<file path="config.mk">
export PLATFORM = sky130hd
export DESIGN_NAME = tmr8_dual_cmp
export DESIGN_NICKNAME = d
export VERILOG_FILES = /design/src/rtl/tmr8_pkg.sv /design/src/rtl/tmr8_prescaler.sv /design/src/rtl/tmr8_clk_edge.sv /design/src/rtl/tmr8_regs.sv /design/src/rtl/tmr8_counter.sv /design/src/rtl/tmr8_out_ctl.sv /design/src/rtl/tmr8_dual_cmp.sv
export SDC_FILE = /design/constraint.sdc
export NUM_CORES = 1
export LEC_CHECK = 0
export BUFFER_PORTS_ARGS = -buffer_cell sky130_fd_sc_hd__buf_2
export CORE_MARGIN = 3
export CORE_UTILIZATION = 55
export CTS_CLUSTER_DIAMETER = 150
export DETAILED_ROUTE_END_ITERATION = 6
export PLACE_DENSITY_LB_ADDON = 0.1
export SLEW_MARGIN = 20
export SYNTH_ARGS = -nofsm -noshare
export SYNTH_HDL_FRONTEND = slang
export SYNTH_SLANG_ARGS = --single-unit
</file>
<file path="constraint.sdc">
create_clock -name clk -period 7.05 [get_ports clk]
set_input_delay 0.705 -clock clk [delete_from_list [all_inputs] [get_ports clk]]
set_output_delay 0.705 -clock clk [all_outputs]
set_load 0.05 [all_outputs]
</file>
<file path="src/rtl/tmr8_pkg.sv">
package tmr8_pkg;

   // Output action codes; the numeric order is also the rank order.
   typedef enum logic [1:0] {
      ACT_KEEP = 2'b00,
      ACT_LOW  = 2'b01,
      ACT_HIGH = 2'b10,
      ACT_FLIP = 2'b11
   } act_e;

   localparam logic [1:0] ADDR_CNT  = 2'd0;
   localparam logic [1:0] ADDR_CMPA = 2'd1;
   localparam logic [1:0] ADDR_CMPB = 2'd2;
   localparam logic [1:0] ADDR_CTRL = 2'd3;

   // Control byte field positions
   localparam int CKS_LSB   = 0;
   localparam int ACTA_LSB  = 2;
   localparam int ACTB_LSB  = 4;
   localparam int CTRL_BITS = 6;

   function automatic act_e act_rank_max(input act_e x, input act_e y);
      return (x > y) ? x : y;
   endfunction

   function automatic logic act_apply(input act_e a, input logic cur);
      case (a)
         ACT_LOW:  return 1'b0;
         ACT_HIGH: return 1'b1;
         ACT_FLIP: return ~cur;
         default:  return cur;
      endcase
   endfunction

endpackage

</file>
<file path="src/rtl/tmr8_prescaler.sv">
module tmr8_prescaler #(
   parameter int LOG_1 = 3,
   parameter int LOG_2 = 6,
   parameter int LOG_3 = 13
) (
   input  logic       clk,
   input  logic       rst_n,
   output logic [2:0] tap_o
);
   localparam int PRE_W = LOG_3;

   logic [PRE_W-1:0] pre_q;

   always_ff @(posedge clk or negedge rst_n) begin
      if (!rst_n) pre_q <= '0;
      else        pre_q <= pre_q + PRE_W'(1);
   end

   // Bit k-1 of a free-running count has a period of 2**k cycles.
   assign tap_o = {pre_q[LOG_3-1], pre_q[LOG_2-1], pre_q[LOG_1-1]};

endmodule

</file>
<file path="src/rtl/tmr8_clk_edge.sv">
module tmr8_clk_edge #(
   parameter int N_TAPS = 3
) (
   input  logic              clk,
   input  logic              rst_n,
   input  logic [N_TAPS-1:0] tap_i,
   input  logic [1:0]        cks_i,
   output logic              fall_o
);
   logic [N_TAPS:0] lvl_v;
   logic            sel_lvl;
   logic            prev_q;

   assign lvl_v[0] = 1'b0;   // stopped setting reads as a constant low
   for (genvar g = 1; g <= N_TAPS; g++) begin : g_tap
      assign lvl_v[g] = tap_i[g-1];
   end

   assign sel_lvl = lvl_v[cks_i];

   // The history flop follows the selected level, whatever the selection is.
   // A selection change can therefore look like a falling edge.
   always_ff @(posedge clk or negedge rst_n) begin
      if (!rst_n) prev_q <= 1'b0;
      else        prev_q <= sel_lvl;
   end

   assign fall_o = prev_q & ~sel_lvl;

endmodule

</file>
<file path="src/rtl/tmr8_regs.sv">
module tmr8_regs
   import tmr8_pkg::*;
#(
   parameter int CNT_W = 8
) (
   input  logic             clk,
   input  logic             rst_n,
   input  logic             wr_en,
   input  logic [1:0]       wr_addr,
   input  logic [CNT_W-1:0] wr_data,
   output logic [CNT_W-1:0] cmp_a_o,
   output logic [CNT_W-1:0] cmp_b_o,
   output act_e             act_a_o,
   output act_e             act_b_o,
   output logic [1:0]       cks_o,
   output logic             cnt_wr_o
);
   logic [CNT_W-1:0]     cmp_a_q, cmp_b_q;
   logic [CTRL_BITS-1:0] ctrl_q;

   always_ff @(posedge clk or negedge rst_n) begin
      if (!rst_n) begin
         cmp_a_q <= '1;
         cmp_b_q <= '1;
         ctrl_q  <= '0;
      end else if (wr_en) begin
         case (wr_addr)
            ADDR_CMPA: cmp_a_q <= wr_data;
            ADDR_CMPB: cmp_b_q <= wr_data;
            ADDR_CTRL: ctrl_q  <= wr_data[CTRL_BITS-1:0];
            default: ;
         endcase
      end
   end

   assign cmp_a_o  = cmp_a_q;
   assign cmp_b_o  = cmp_b_q;
   assign cks_o    = ctrl_q[CKS_LSB +: 2];
   assign act_a_o  = act_e'(ctrl_q[ACTA_LSB +: 2]);
   assign act_b_o  = act_e'(ctrl_q[ACTB_LSB +: 2]);
   assign cnt_wr_o = wr_en && (wr_addr == ADDR_CNT);

endmodule

</file>
<file path="src/rtl/tmr8_counter.sv">
module tmr8_counter #(
   parameter int CNT_W = 8
) (
   input  logic             clk,
   input  logic             rst_n,
   input  logic             fall_i,
   input  logic             load_i,
   input  logic [CNT_W-1:0] load_val_i,
   output logic [CNT_W-1:0] cnt_o,
   output logic [CNT_W-1:0] nxt_o,
   output logic             step_o
);
   logic [CNT_W-1:0] cnt_q;

   assign nxt_o  = cnt_q + CNT_W'(1);   // wraps at the top of the range
   assign step_o = fall_i && !load_i;   // a load suppresses the increment

   always_ff @(posedge clk or negedge rst_n) begin
      if (!rst_n)      cnt_q <= '0;
      else if (load_i) cnt_q <= load_val_i;
      else if (step_o) cnt_q <= nxt_o;
   end

   assign cnt_o = cnt_q;

endmodule

</file>
<file path="src/rtl/tmr8_out_ctl.sv">
module tmr8_out_ctl
   import tmr8_pkg::*;
#(
   parameter int CNT_W  = 8,
   parameter int N_CHAN = 2
) (
   input  logic                         clk,
   input  logic                         rst_n,
   input  logic                         step_i,
   input  logic [CNT_W-1:0]             nxt_i,
   input  logic [N_CHAN-1:0][CNT_W-1:0] cmp_i,
   input  act_e [N_CHAN-1:0]            act_i,
   output logic                         tmr_o
);
   act_e [N_CHAN-1:0] req;
   act_e [N_CHAN:0]   win;
   logic              tmr_q;

   for (genvar c = 0; c < N_CHAN; c++) begin : g_chan
      assign req[c] = (nxt_i == cmp_i[c]) ? act_i[c] : ACT_KEEP;
   end

   // Resolve by action rank, not by channel number.
   assign win[0] = ACT_KEEP;
   for (genvar c = 0; c < N_CHAN; c++) begin : g_rank
      assign win[c+1] = act_rank_max(win[c], req[c]);
   end

   always_ff @(posedge clk or negedge rst_n) begin
      if (!rst_n)      tmr_q <= 1'b0;
      else if (step_i) tmr_q <= act_apply(win[N_CHAN], tmr_q);
   end

   assign tmr_o = tmr_q;

endmodule

</file>
<file path="src/rtl/tmr8_dual_cmp.sv">
module tmr8_dual_cmp
   import tmr8_pkg::*;
#(
   parameter int CNT_W = 8,
   parameter int LOG_1 = 3,
   parameter int LOG_2 = 6,
   parameter int LOG_3 = 13
) (
   input  logic             clk,
   input  logic             rst_n,
   input  logic             wr_en,
   input  logic [1:0]       wr_addr,
   input  logic [CNT_W-1:0] wr_data,
   output logic [CNT_W-1:0] cnt_o,
   output logic             tmr_o
);
   localparam int N_TAPS = 3;
   localparam int N_CHAN = 2;

   if (CNT_W < CTRL_BITS) begin : g_bad_width
      $error("CNT_W must hold the control byte fields");
   end
   if (!(LOG_1 >= 1 && LOG_1 < LOG_2 && LOG_2 < LOG_3)) begin : g_bad_taps
      $error("prescaler taps must be strictly increasing and nonzero");
   end

   logic [N_TAPS-1:0] tap;
   logic [1:0]        cks;
   logic              tick_fall;
   logic              cnt_wr;
   logic              step;
   logic [CNT_W-1:0]  cnt_nxt;
   logic [CNT_W-1:0]  cmp_a_q, cmp_b_q;
   act_e              act_a_q, act_b_q;

   tmr8_prescaler #(.LOG_1(LOG_1), .LOG_2(LOG_2), .LOG_3(LOG_3)) u_pre (
      .clk(clk), .rst_n(rst_n), .tap_o(tap)
   );

   tmr8_regs #(.CNT_W(CNT_W)) u_regs (
      .clk(clk), .rst_n(rst_n),
      .wr_en(wr_en), .wr_addr(wr_addr), .wr_data(wr_data),
      .cmp_a_o(cmp_a_q), .cmp_b_o(cmp_b_q),
      .act_a_o(act_a_q), .act_b_o(act_b_q),
      .cks_o(cks), .cnt_wr_o(cnt_wr)
   );

   tmr8_clk_edge #(.N_TAPS(N_TAPS)) u_edge (
      .clk(clk), .rst_n(rst_n), .tap_i(tap), .cks_i(cks), .fall_o(tick_fall)
   );

   tmr8_counter #(.CNT_W(CNT_W)) u_cnt (
      .clk(clk), .rst_n(rst_n),
      .fall_i(tick_fall), .load_i(cnt_wr), .load_val_i(wr_data),
      .cnt_o(cnt_o), .nxt_o(cnt_nxt), .step_o(step)
   );

   tmr8_out_ctl #(.CNT_W(CNT_W), .N_CHAN(N_CHAN)) u_out (
      .clk(clk), .rst_n(rst_n),
      .step_i(step), .nxt_i(cnt_nxt),
      .cmp_i({cmp_b_q, cmp_a_q}), .act_i({act_b_q, act_a_q}),
      .tmr_o(tmr_o)
   );

endmodule

</file>
# After elaboration in Yosys (flattened, before gate mapping)
# Cells that the tools add are included.
# word_totals
reg_bits	45
latchBits	0
ramBits	0
rom_bits	0
elab_cells	42
n_memories	0
# classes
n_addsub	2
n_mul	0
n_div	0
n_lt_le_gt_ge	3
eq_ne	8
shift	0
mux	9
n_bitwise	3
n_reduce_logical	10
# op_table
op	count
$eq A8 B8 Y1	2
$mux W8	2
$add A13 B1 Y13 const B	1
$add A8 B1 Y8 const B	1
$eq A2 B2 Y1 const B	4
$mux W2	4
$reduce_and A2 Y1	4
$eq A2 B1 Y1 const B	2
$lt A2 B3 Y1 const B	1
$pmux W1 S3	1
$reduce_bool A3 Y1	1
$bmux W1 S2	1
$gt A1 B2 Y1 const A	1
$gt A2 B2 Y1	1
$logic_and A1 B1 Y1	2
$logic_not A2 Y1	1
$not A1 Y1	2
$reduce_bool A2 Y1	1
$and A1 B1 Y1	1
$logic_not A1 Y1	1
$mux W1	1

# Depth between registers and ports, before layout
# Gate-level depths: netlist (run 1).
# logic_depth
word_depth	10
depth_mapped	12
ltp_nobuf	12

# Modules after synthesis
# Synthesis (run 1) repeated with hierarchy kept, for this count alone.
# hier_totals
cells_unflattened	207
hier_area_um2	2364.8
# modules_own_cells
mod	instances	cells_per_inst	area_per_inst_um2	seq_area_each_um2
tmr8_regs	1	48	853.3	570.5
tmr8_prescaler	1	47	576.8	325.3
tmr8_counter	1	64	549.3	200.2
tmr8_out_ctl	1	42	324.1	25.0
tmr8_clk_edge	1	6	61.3	25.0

# Worst setup path before layout (run 1)
# No wires, ideal clock.
# synth_timing
path_kind	register to register
startpoint	reg u_cnt.cnt_q[0], in the netlist u_cnt.cnt_o[0]
endpoint	reg u_out.tmr_q, in the netlist u_out.tmr_o
setup_time_ns	0.095
arrival_ns	2.980
t_required_ns	6.955
path_slack_ns	3.974
path_stages_with_launch	12
path_cell_list	dfrtp_1 > ha_1 > xor3_1 > nor3_1 > o2111a_1 > nand2_1 > or2_1 > ha_1 > nor2b_1 > o211ai_1 > nor4_2 > o31ai_1
# synth_between
elab_chain_len	10
elab_cells_between_ends	15
# synth_rtl
item	line	source
start: declaration	tmr8_counter.sv:13	logic [CNT_W-1:0] cnt_q;
start signal: assignment	tmr8_counter.sv:20	else if (load_i) cnt_q <= load_val_i;
start signal: assignment	tmr8_counter.sv:21	else if (step_o) cnt_q <= nxt_o;
$add A8 B1 Y8 (*)	tmr8_counter.sv:15	assign nxt_o = cnt_q + CNT_W'(1);
$eq A8 B8 Y1	tmr8_out_ctl.sv:20	assign req[c] = (nxt_i == cmp_i[c]) ? act_i[c] : ACT_KEEP;
$mux W2	tmr8_out_ctl.sv:20	
$gt A1 B2 Y1	tmr8_pkg.sv:23	return (x > y) ? x : y;
$mux W2	tmr8_pkg.sv:23	
$gt A2 B2 Y1	tmr8_pkg.sv:23	
$mux W2 (*)	tmr8_pkg.sv:23	
$eq A2 B1 Y1 / $eq A2 B2 Y1 (equally long branches)	tmr8_pkg.sv:27	case (a)
$reduce_bool A3 Y1 (no source line)	--	
$reduce_and A2 Y1 (no source line)	--	
end signal: assignment	tmr8_out_ctl.sv:31	else if (step_i) tmr_q <= act_apply(win[N_CHAN], tmr_q);
end: declaration	tmr8_out_ctl.sv:17	logic tmr_q;
# Mark *: on every way between the ends. The rest lies on a longest branch, timed or not.
# A chain may end at the register's enable or synchronous reset.

# Final worst setup path (run 1)
# Same ends and word-level chain as after synthesis.

==> metrics.cfg, run 1 <==
[power]
p_per_area_nw_per_um2=341
p_total_mw=0.920
p_leak_nw=1.15
ir_drop_mv=0.148

[placement]
pre_cts_ws_ps=4010
place.gp.congestion=0.868
portBuffers=21
hpwlAfterDp_um=3560

[synthesis]
synth_area_um2=2410
synth.avg_cell_area_um2=11.9
synth_top_area_share_pct=30.1
yosysUniqueCellTypes=41
synthArstFlopShare_pct=100
ys_warn_count=0
seq_area_frac_synth_pct=47.6
synth_area_leaders=dfrtp_1, dfstp_2, mux2_2
synth_cells=203
yosysTopAreaCell=dfrtp_1
ys_ff_latch=45
synth-edff-count=0
synth_nets=221
synth_top_flop_cell=dfrtp_1

[route]
vias=1573
routed_via_density=5.66
drcViolationCount=0
ant_nets=0
drt_iter0_markers=98
first_pass_iters=4
wl_per_cell_um=17.2
routed_wl_um=4780

[clocking]
cts_root_buf=clkbuf_8
cts.path.max_buffers=2
htree_levels=2
clock_sinks=45
cts_resized=0
postCtsSetupRepairBufs=0
cts_hold_buf=0
clk_latency_ps=290
cts_tree=done
cts_buffers=5
clk_pin_slew_ps=90

[floorplan]
die_w_um=72.2
ioPinCount=22
die_h_um=72.2
die-area_um2=5210
core_area_um2=4120
rows=23
start_util_pct=58.5

[sta]
period_share_pct=44.1
fin_crit_ps=3110
setup_slack_ps=3940
hold_viol_final=0
rsz0062_at_grt=no
setup_tns_ps=0
clock_skew_ps=5.04
setup_viol=0
relSlewSlack_pct=33.7
final_max_slew_viol_count=0
fin_hold_ws_ps=477
worst_pin_slew_ps=990
max_freq_mhz=322

[critical_path]
startpoint=u_cnt.cnt_o[0]
crit_family=simple AND/OR/NAND/NOR gates
r2r-start=u_cnt.cnt_o[0]
crit_buf_inv=0
path_cells=ha_1 > xnor3_1 > nand3_1 > a311oi_2 > nand3_2 > nor3_2 > and2_1 > ha_1 > nor2b_1 > o211ai_1 > nor4_2 > o31ai_1
critPathLaunchType=register
cpPeakStageDelay_ps=470
crit_top_cell=ha_1
cp_data_arrival_time_ps=3320
worstPathRequired_ps=7260
endpoint_kind=register
critPathKind=register to register
critPathMaxFanout=7
reg2reg_slack_ps=3940
slowest_stage=dfrtp_1

[min_path]
min-delay-start=u_pre.pre_q[9]
hold_class=register to register

[layout]
final_nets=245
final_cell_mix=dfrtp_1, xnor2_1, mux2_2, buf_2, nand2_1
final_common_cell=dfrtp_1
fillers=316
area_growth_syn_to_layout_pct=12.1
num_antenna_cells=0
finish.utilization_pct=65.6
drive_gt1_share_pct=34.2
multi_input_area_um2=1230
seqCellArea_um2=1150

[global_routing]
gr-total-overflow=0
grt_pass1_vias=1668
grt_usage_pct=20.6
antenna_found_initial=0
grt_max_degree=46
grt_pass1_wl_um=8160

[status]
status=finished clean

[job]
max_cap_viol_count=0

==> worst paths after layout <==
kind                             endpoint  depth (start not counted)
hold / removal             u_pre.pre_q[9]                          1
hold reg to reg            u_pre.pre_q[9]                          1
max in group asynchronous  u_pre.pre_q[7]                          1
setup reg to reg              u_out.tmr_o                         12
setup / recovery              u_out.tmr_o                         12
min in group asynchronous  u_cnt.cnt_o[7]                          1
==> synth_stat cells (2+ instances only) <==
library cell	number
nand3_2	2
and3_1	4
o21ai_1	2
xor3_1	2
and2_1	2
xor2_1	5
inv_1	5
mux2_2	22
nand2_1	19
dfstp_2	16
nand4_1	4
nor3_1	2
xnor3_1	3
ha_1	5
dfrtp_1	29
mux2i_1	4
or2_1	2
nor3b_1	2
nor2_1	9
xnor2_1	28
nand3b_1	3
o21ai_0	7
nand3_1	8
==> power by group <==
part	internal, mW	total [mW]	switching [mW]
clock	0.143	0.231	0.0882
sequential	0.313	0.369	0.0563
combinational	0.150	0.320	0.170
==> per-stage QoR <==
stage / instance area [um^2] / std cells
after floorplan: 2410 / 203
after global placement: 2560 / 270
after detailed placement: 2560 / 270
after CTS: 2700 / 278
after global routing: 2700 / 278
final: 2700 / 278
==> kinds of logic after synthesis <==
| group | Yosys count | share of synthesized area, % |
|---|---|---|
| xor gates and xnor gates | 38 | 16.8 |
| adders and majority gates | 5 | 2.60 |
| buffers and inverters | 9 | 1.61 |
| muxes | 26 | 11.9 |
| and+or+nand+nor | 63 | 14.2 |
| DFF | 45 | 47.6 |
| AOI/OAI and AO/OA | 17 | 5.30 |
==> state kept, by name (all words and copies together) (netlist names) <==
signal          count
u_regs.ctrl_q       6
u_regs.cmp_a_o      8
u_cnt.cnt_o         8
u_pre.pre_q        13
u_regs.cmp_b_o      8
u_out.tmr_o         1
u_edge.prev_q       1
==> cell type report <==
cell class	instances	share of cell area, %
sequential	45	42.5
inverter	5	0.695
tap	50	2.32
timing repair buffer	21	3.89
clock inverter	3	2.55
multi-input combinational	149	45.5
clock buffer	5	2.55
==> metal layers <==
metal / global-route usage [%] / up-vias / routed length (um)
met5: 0 / - / 0
met1: 27.2 / 780 / 2110
met4: 6.89 / 0 / 56
met2: 35.0 / 31 / 2440
met3: 2.91 / 6 / 167
li1: - / 756 / -
Power figures use the tool's default switching activity.
==> run 2, diff against run 1 <==
--- a/config.mk
+++ b/config.mk
@@ -5,6 +5,7 @@
 export SDC_FILE = /design/constraint.sdc
 export NUM_CORES = 1
 export LEC_CHECK = 0
+export ABC_AREA = 1
 export BUFFER_PORTS_ARGS = -buffer_cell sky130_fd_sc_hd__buf_2
 export CORE_MARGIN = 3
 export CORE_UTILIZATION = 55
==> constraint.sdc (replaced) <==
create_clock -name clk -period 3.13 [get_ports clk]
set_input_delay 0.313 -clock clk [delete_from_list [all_inputs] [get_ports clk]]
set_output_delay 0.313 -clock clk [all_outputs]
set_load 0.05 [all_outputs]
==> run 2 against run 1 <==
  * Sequential power up 120%
  * Global-route usage up 0.50 points
  * Non-clock buffer count unchanged
  * First-iteration DRC count up 4.1%
  * Clock-buffer cell count up 1
  * Cell area down 1.0%
  * Die area down 0.53%
  * Utilization down 0.21 points
  * Largest power group unchanged
==> metrics.cfg, run 2 <==
[critical_path]
cpPeakStageDelay_ps=500  ; +30 ps
endpoint_kind=register
critPathMaxFanout=8  ; +1
reg2reg_slack_ps=540  ; -3400 ps
timing.rr.end=u_out.tmr_o
critPathKind=register to register
r2r-start=u_cnt.cnt_o[0]
worstPathRequired_ps=3340  ; -3920 ps
slowest_stage=dfrtp_1
cp_data_arrival_time_ps=2790  ; -530 ps
critPathLaunchType=register
path_cells=ha_1 > nand2_2 > nor2_4 > nand2_2 > nand2_2 > nand3_1 > nand2_1 > nand2_1 > nor2_2 > nand3_1 > ha_1 > nand2_1 > a22oi_1 > inv_1 > nand2_1 > nand3_1 > nand2_1 > inv_1
rr_worst_depth=18  ; +6
crit_top_cell=nand2_1

[power]
swShare_pct=42.5  ; +8.3 points
p_per_area_nw_per_um2=787  ; +130%
p_comb_share_pct=39.0  ; +4.2 points
power_frac_seq_pct=39.2  ; -0.9 points
pwr-share-clk_pct=21.8  ; -3.3 points
ir_drop_mv=0.411  ; +180%
switching_power_mw=0.893  ; +180%
p_leak_nw=1.35  ; +17%
intPower_mw=1.21  ; +100%

[global_routing]
grt_usage_pct=21.1  ; +0.50 points
gr-total-overflow=0  ; unchanged
grt_pass1_wl_um=8400  ; +3.0%
grt_pass1_vias=1790  ; +7.3%
antenna_found_initial=0  ; unchanged
grt_max_degree=46  ; unchanged

[synthesis]
synth-edff-count=0  ; unchanged
ys_ff_latch=45  ; unchanged
synthAdderAreaFrac_pct=2.61  ; +0.015 points
synthArstFlopShare_pct=100  ; unchanged
synth-simple-area-share_pct=28.0  ; +14 points
netlist_top_cells_count=nand2_1, inv_1, dfrtp_1
synth_cells=296  ; +46%
seq_area_frac_synth_pct=47.9  ; +0.27 points
synth_top_flop_cell=dfrtp_1
synth.avg_cell_area_um2=8.09  ; -32%
synth-xor-area-share_pct=5.12  ; -12 points
yosysUniqueCellTypes=23  ; -44%
synth_compound_area_share_pct=8.57  ; +3.3 points
synth_top_family_by_area=simple AND/OR/NAND/NOR gates
ys_warn_count=0  ; unchanged
synth_mux_area_share_pct=0  ; -12 points
synth_area_leaders=dfrtp_1, dfstp_2, nand2_1
synth_top_area_share_pct=30.3  ; +0.17 points
yosysTopAreaCell=dfrtp_1
synth.most_common_cell=nand2_1
synth_area_um2=2390  ; -0.57%
synth_nets=314  ; +42%

[min_path]
hold_class=input port to asynchronous set/reset pin

[route]
routed_via_density=5.15  ; -9.1%
wl_per_cell_um=12.9  ; -25%
ant_nets=0  ; unchanged
drt_iter0_markers=102  ; +4.1%
first_pass_iters=4  ; unchanged
routed_wl_um=4790  ; +0.29%
vias=1914  ; +22%
drcViolationCount=0  ; unchanged

[clocking]
clk_latency_ps=300  ; about the same
postCtsSetupRepairBufs=0  ; unchanged
clk_pin_slew_ps=90  ; about the same
cts_resized=0  ; unchanged
cts_tree=done
cts_root_buf=clkbuf_8
cts_hold_buf=0  ; unchanged
clock_sinks=45  ; unchanged
htree_levels=2  ; unchanged
cts_buffers=5  ; unchanged
cts.path.max_buffers=2  ; unchanged

[sta]
period_share_pct=82.6  ; +39 points
max_freq_mhz=387  ; +20%
worst_pin_slew_ps=947  ; -43.0 ps
setup_viol=0  ; unchanged
clock_skew_ps=7.41  ; +2.37 ps
fin_crit_ps=2590  ; -522 ps
fin_hold_ws_ps=150  ; -327 ps
final_max_slew_viol_count=0  ; unchanged
rsz0062_at_grt=no
relSlewSlack_pct=36.9  ; +3.2 points
hold_viol_final=0  ; unchanged
setup_tns_ps=0  ; unchanged

[layout]
final_common_cell=nand2_1
largest_register_ffs=13  ; unchanged
num_antenna_cells=0  ; unchanged
top_register=u_pre.pre_q
final_cell_mix=nand2_1, inv_1, dfrtp_1, nand3_1, o21ai_0
fillers=370  ; +17%
seqCellArea_um2=1150  ; unchanged
final_nets=339  ; +38%
multi_input_area_um2=1060  ; -14%
area_growth_syn_to_layout_pct=11.5
drive_gt1_share_pct=20.8  ; -13 points

[floorplan]
die-area_um2=5180  ; -0.53%
die_w_um=72.0  ; -0.26%
die_h_um=72.0  ; -0.26%
start_util_pct=58.6  ; +0.075 points
rows=23  ; unchanged
core_area_um2=4090  ; -0.70%
ioPinCount=22  ; unchanged

[placement]
portBuffers=21  ; unchanged
place.gp.congestion=0.815  ; -6.1%
hpwlAfterDp_um=3500  ; -1.8%

[job]
max_cap_viol_count=0  ; unchanged

[status]
status=finished clean

## run 2: cell families after synthesis
family                     after synthesis
and+or+nand+nor                        148
buffers and inverters                   50
DFF                                     45
AOI/OAI and AO/OA                       34
xor gates and xnor gates                14
adders and majority gates                5
## run 2: metal layers
layer  vias to the layer above  global-route usage, %  routed length, um
met4                         0                   7.52                 78
met5                         -                      0                  0
met1                       893                   29.0               2280
met3                         7                   3.74                173
li1                        988                      -                  -
met2                        26                   33.9               2260
## run 2: worst max path at each step
stage	startpoint	end
6_report	u_cnt.cnt_o[0]	u_out.tmr_o
5_1_grt	u_cnt.cnt_o[0]	u_out.tmr_o
4_1_cts	u_cnt.cnt_o[0]	u_out.tmr_o
3_5_place_dp	u_cnt.cnt_o[0]	u_out.tmr_o
3_3_place_gp	u_cnt.cnt_o[0]	u_out.tmr_o
2_1_floorplan	u_cnt.cnt_o[0]	u_out.tmr_o
## run 2: final cells by class
type | instances | share of cell area [%]
well taps | 50 | 2.34
repair buffers | 21 | 3.93
flip-flops and latches | 45 | 42.9
clock buffers | 6 | 3.09
inverters | 47 | 6.60
clock inverters | 2 | 1.41
multi-input cells | 201 | 39.7
## run 2: critical path, delay by kind of cell, from the launching register on
kind                       cells  cell delay, ps
DFF                            1             500
AOI/OAI and AO/OA              1             180
adders and majority gates      2             590
buffers and inverters          2             100
and+or+nand+nor               13            1130
## run 2: power groups by stage
stage	registers (mW)	clock network, mW	logic, mW
finish	0.825	0.459	0.820
detailed placement	0.833	0	0.820
global placement	0.829	0	0.807
CTS	0.824	0.470	0.826
global route	0.845	0.492	0.922
floorplan	0.998	0	0.457
## run 2: stage by stage
step	total power [mW]	utilization (%)	cell area (um^2)	std cells	worst slack, ps
after floorplan	1.45	-	2390	296	483
after global placement	1.64	62.4	2550	364	641
after detailed placement	1.65	62.4	2550	364	562
after CTS	2.12	65.4	2670	372	553
after global routing	2.26	65.4	2670	372	179
final	2.10	65.4	2670	372	544
==> run 3, diff against run 2 <==
--- a/config.mk
+++ b/config.mk
@@ -8,7 +8,7 @@
 export ABC_AREA = 1
 export BUFFER_PORTS_ARGS = -buffer_cell sky130_fd_sc_hd__buf_2
 export CORE_MARGIN = 3
-export CORE_UTILIZATION = 55
+export CORE_UTILIZATION = 53
 export CTS_CLUSTER_DIAMETER = 150
 export DETAILED_ROUTE_END_ITERATION = 6
 export PLACE_DENSITY_LB_ADDON = 0.1
==> constraint.sdc (replaced) <==
create_clock -name clk -period 2.3 [get_ports clk]
set_input_delay 0.23 -clock clk [delete_from_list [all_inputs] [get_ports clk]]
set_output_delay 0.23 -clock clk [all_outputs]
set_load 0.05 [all_outputs]
==> run 3 against run 2 <==
  * The run now ends with setup timing left
  * Hold slack improved by 51 ps
  * Via count increased by 3.4%
  * Worst setup slack got worse by 630 ps
  * Final cell count grew 2.4%
  * First-iteration DRC count up 0.98%
  * Critical path depth did not move
  * Cell area increased by 4.5%
  * Power rose by 40%
  * Sequential share of layout area fell by 1.5 points
  * Utilization increased by 1.5 points
  * Combinational power is 61% higher
  * Global-route usage is 0.99 points lower
  * Critical endpoint unchanged
  * Largest cell class unchanged
  * Largest power group is now combinational logic
==> metrics.cfg, run 3 (synthesized netlist as in run 2, its figures left out) <==
[global_routing]
grt_pass1_wl_um=8270  ; -1.6%
gr-total-overflow=0  ; unchanged
grt_max_degree=22  ; -52%
grt_pass1_vias=1873  ; +4.6%
antenna_found_initial=0  ; unchanged
grt_usage_pct=20.1  ; -0.99 points

[sta]
clock_skew_ps=7.04  ; -0.374 ps
worst_pin_slew_ps=613  ; -334 ps
period_share_pct=104  ; +21 points
final_max_slew_viol_count=0  ; unchanged
fin_hold_ws_ps=201  ; +51.4 ps
setup_slack_ps=-88.9  ; -633 ps
setup_viol=1  ; +1
fin_crit_ps=2390  ; -197 ps
rsz0062_at_grt=yes
hold_viol_final=0  ; unchanged
setup_tns_ps=-88.9  ; -88.9 ps
max_freq_mhz=419  ; +8.3%
relSlewSlack_pct=59.0  ; +22 points

[power]
power_frac_seq_pct=38.4  ; -0.8 points
swShare_pct=42.8  ; +0.37 points
p_comb_share_pct=44.7  ; +5.7 points
ir_drop_mv=0.475  ; +16%
p_per_area_nw_per_um2=1050  ; +34%
p_total_mw=2.94  ; +40%
switching_power_mw=1.26  ; +41%
pwr-share-clk_pct=16.9  ; -4.9 points
p_leak_nw=1.37  ; +2.0%
intPower_mw=1.68  ; +39%

[floorplan]
die-area_um2=5360  ; +3.5%
start_util_pct=57.4  ; -1.2 points
core_area_um2=4170  ; +2.1%
die_w_um=73.2  ; +1.7%
rows=23  ; unchanged
ioPinCount=22  ; unchanged
die_h_um=73.2  ; +1.7%

[placement]
hpwlAfterDp_um=3670  ; +4.9%
dp_cells=371  ; +1.9%
place.gp.congestion=0.830  ; +1.8%
portBuffers=21  ; unchanged
placed_cell_area_um2=2630  ; +3.1%
pre_cts_ws_ps=-101  ; -663 ps

[route]
routed_wl_um=5040  ; +5.0%
first_pass_iters=4  ; unchanged
ant_nets=0  ; unchanged
drcViolationCount=0  ; unchanged
drt_iter0_markers=103  ; +0.98%
vias=1979  ; +3.4%
wl_per_cell_um=13.2  ; +2.6%
routed_via_density=5.19  ; +0.95%

[critical_path]
cp_data_arrival_time_ps=2580  ; -210 ps
crit_family=simple AND/OR/NAND/NOR gates
slowest_stage=dfrtp_4
worstPathRequired_ps=2490  ; -850 ps
critPathLaunchType=register
endpoint_kind=register
critPathMaxFanout=3  ; -5
path_cells=ha_4 > inv_2 > nand2_1 > nand2_1 > nor2_1 > nand2_1 > nor2_1 > nand3_2 > nor2_4 > nand3_2 > inv_2 > ha_4 > a22oi_2 > inv_1 > nand2_1 > nand3_1 > nand2_1 > inv_1
crit_top_cell=nand2_1
critPathKind=register to register
cpPeakStageDelay_ps=500  ; about the same
crit_buf_inv=4  ; +2

[layout]
final_common_cell=nand2_1
largest_register_ffs=13  ; unchanged
area_growth_syn_to_layout_pct=16.6
layout.cells.non_filler=381  ; +2.4%
top_register=u_pre.pre_q
fin_area_um2=2790  ; +4.5%
final_nets=348  ; +2.7%
finish.utilization_pct=66.9  ; +1.5 points
drive_gt1_share_pct=26.9  ; +6.1 points
fillers=344  ; -7.0%
final_cell_mix=nand2_1, inv_1, nand3_1, o21ai_0, dfrtp_1
num_antenna_cells=0  ; unchanged

[job]
max_cap_viol_count=0  ; unchanged

[clocking]
clk_latency_ps=290  ; about the same
htree_levels=2  ; unchanged
clock_sinks=45  ; unchanged
cts_buffers=5  ; unchanged
cts_root_buf=clkbuf_8
cts.path.max_buffers=2  ; unchanged
clk_pin_slew_ps=80  ; about the same
cts_tree=done

[status]
status=finished, violations left
violations=setup timing

[min_path]
hold_class=input port to register

## run 3: cell types whose count changed in the layout (fill, tap and decap cells not counted), sizes merged
cell / previous run / this run
buf: 21 / 29
clkbuf: 6 / 8
clkinvlp: 1 / 0
dlygate4sd3: 0 / 1
bufinv: 1 / 0
## run 3: cell type report
type                            instances  area [um^2]  area share, %
Sequential cell                        45         1150           41.4
Clock buffer                            8         90.1           3.23
Inverter                               47          176           6.32
Timing Repair Buffer                   30          179           6.41
Multi-Input combinational cell        201         1130           40.4
Tap cell                               50         62.6           2.24
## run 3: worst paths after layout
kind / slack (ps) / from / cells past startpoint / endpoint
min: 200 / wr_data[6] / 3 / u_regs.cmp_b_o[6]
min in group asynchronous: 420 / rst_n / 2 / u_cnt.cnt_o[0]
max: -90 / u_cnt.cnt_o[0] / 18 / u_out.tmr_o
min reg2reg: 450 / u_pre.pre_q[0] / 1 / u_pre.pre_q[0]
max reg2reg: -90 / u_cnt.cnt_o[0] / 18 / u_out.tmr_o
max in group asynchronous: 1220 / rst_n / 3 / u_regs.cmp_a_o[2]
## run 3: repair_timing
| item | in CTS | in global routing |
|---|---|---|
| hold endpoints to repair | 10 | 0 |
| pin swaps | 13 | 4 |
| resized for setup | 8 | 3 |
| setup endpoints to repair | 1 | 1 |
| hold buffers | 1 | 0 |
| buffers inserted | 1 | 0 |
## run 3: power by group through the flow
| stage | Combinational [mW] | Clock (mW) | Sequential [mW] |
|---|---|---|---|
| global route | 1.44 | 0.535 | 1.16 |
| CTS | 1.29 | 0.512 | 1.13 |
| finish | 1.32 | 0.496 | 1.13 |
| global placement | 1.19 | 0 | 1.14 |
| detailed placement | 1.21 | 0 | 1.14 |
| floorplan | 0.637 | 0 | 1.38 |
## run 3: per-layer routing
metal,global-route usage (%),vias up,share of wire (%)
li1,-,1010,-
met1,26.3,914,48
met2,33.1,45,46
met3,4.55,10,4.2
met4,6.56,0,1.6
met5,0,-,0
## run 3: worst min-delay path: stages
cell and delay [ps]:
buf_2 100, inv_1 70, o21ai_0 90
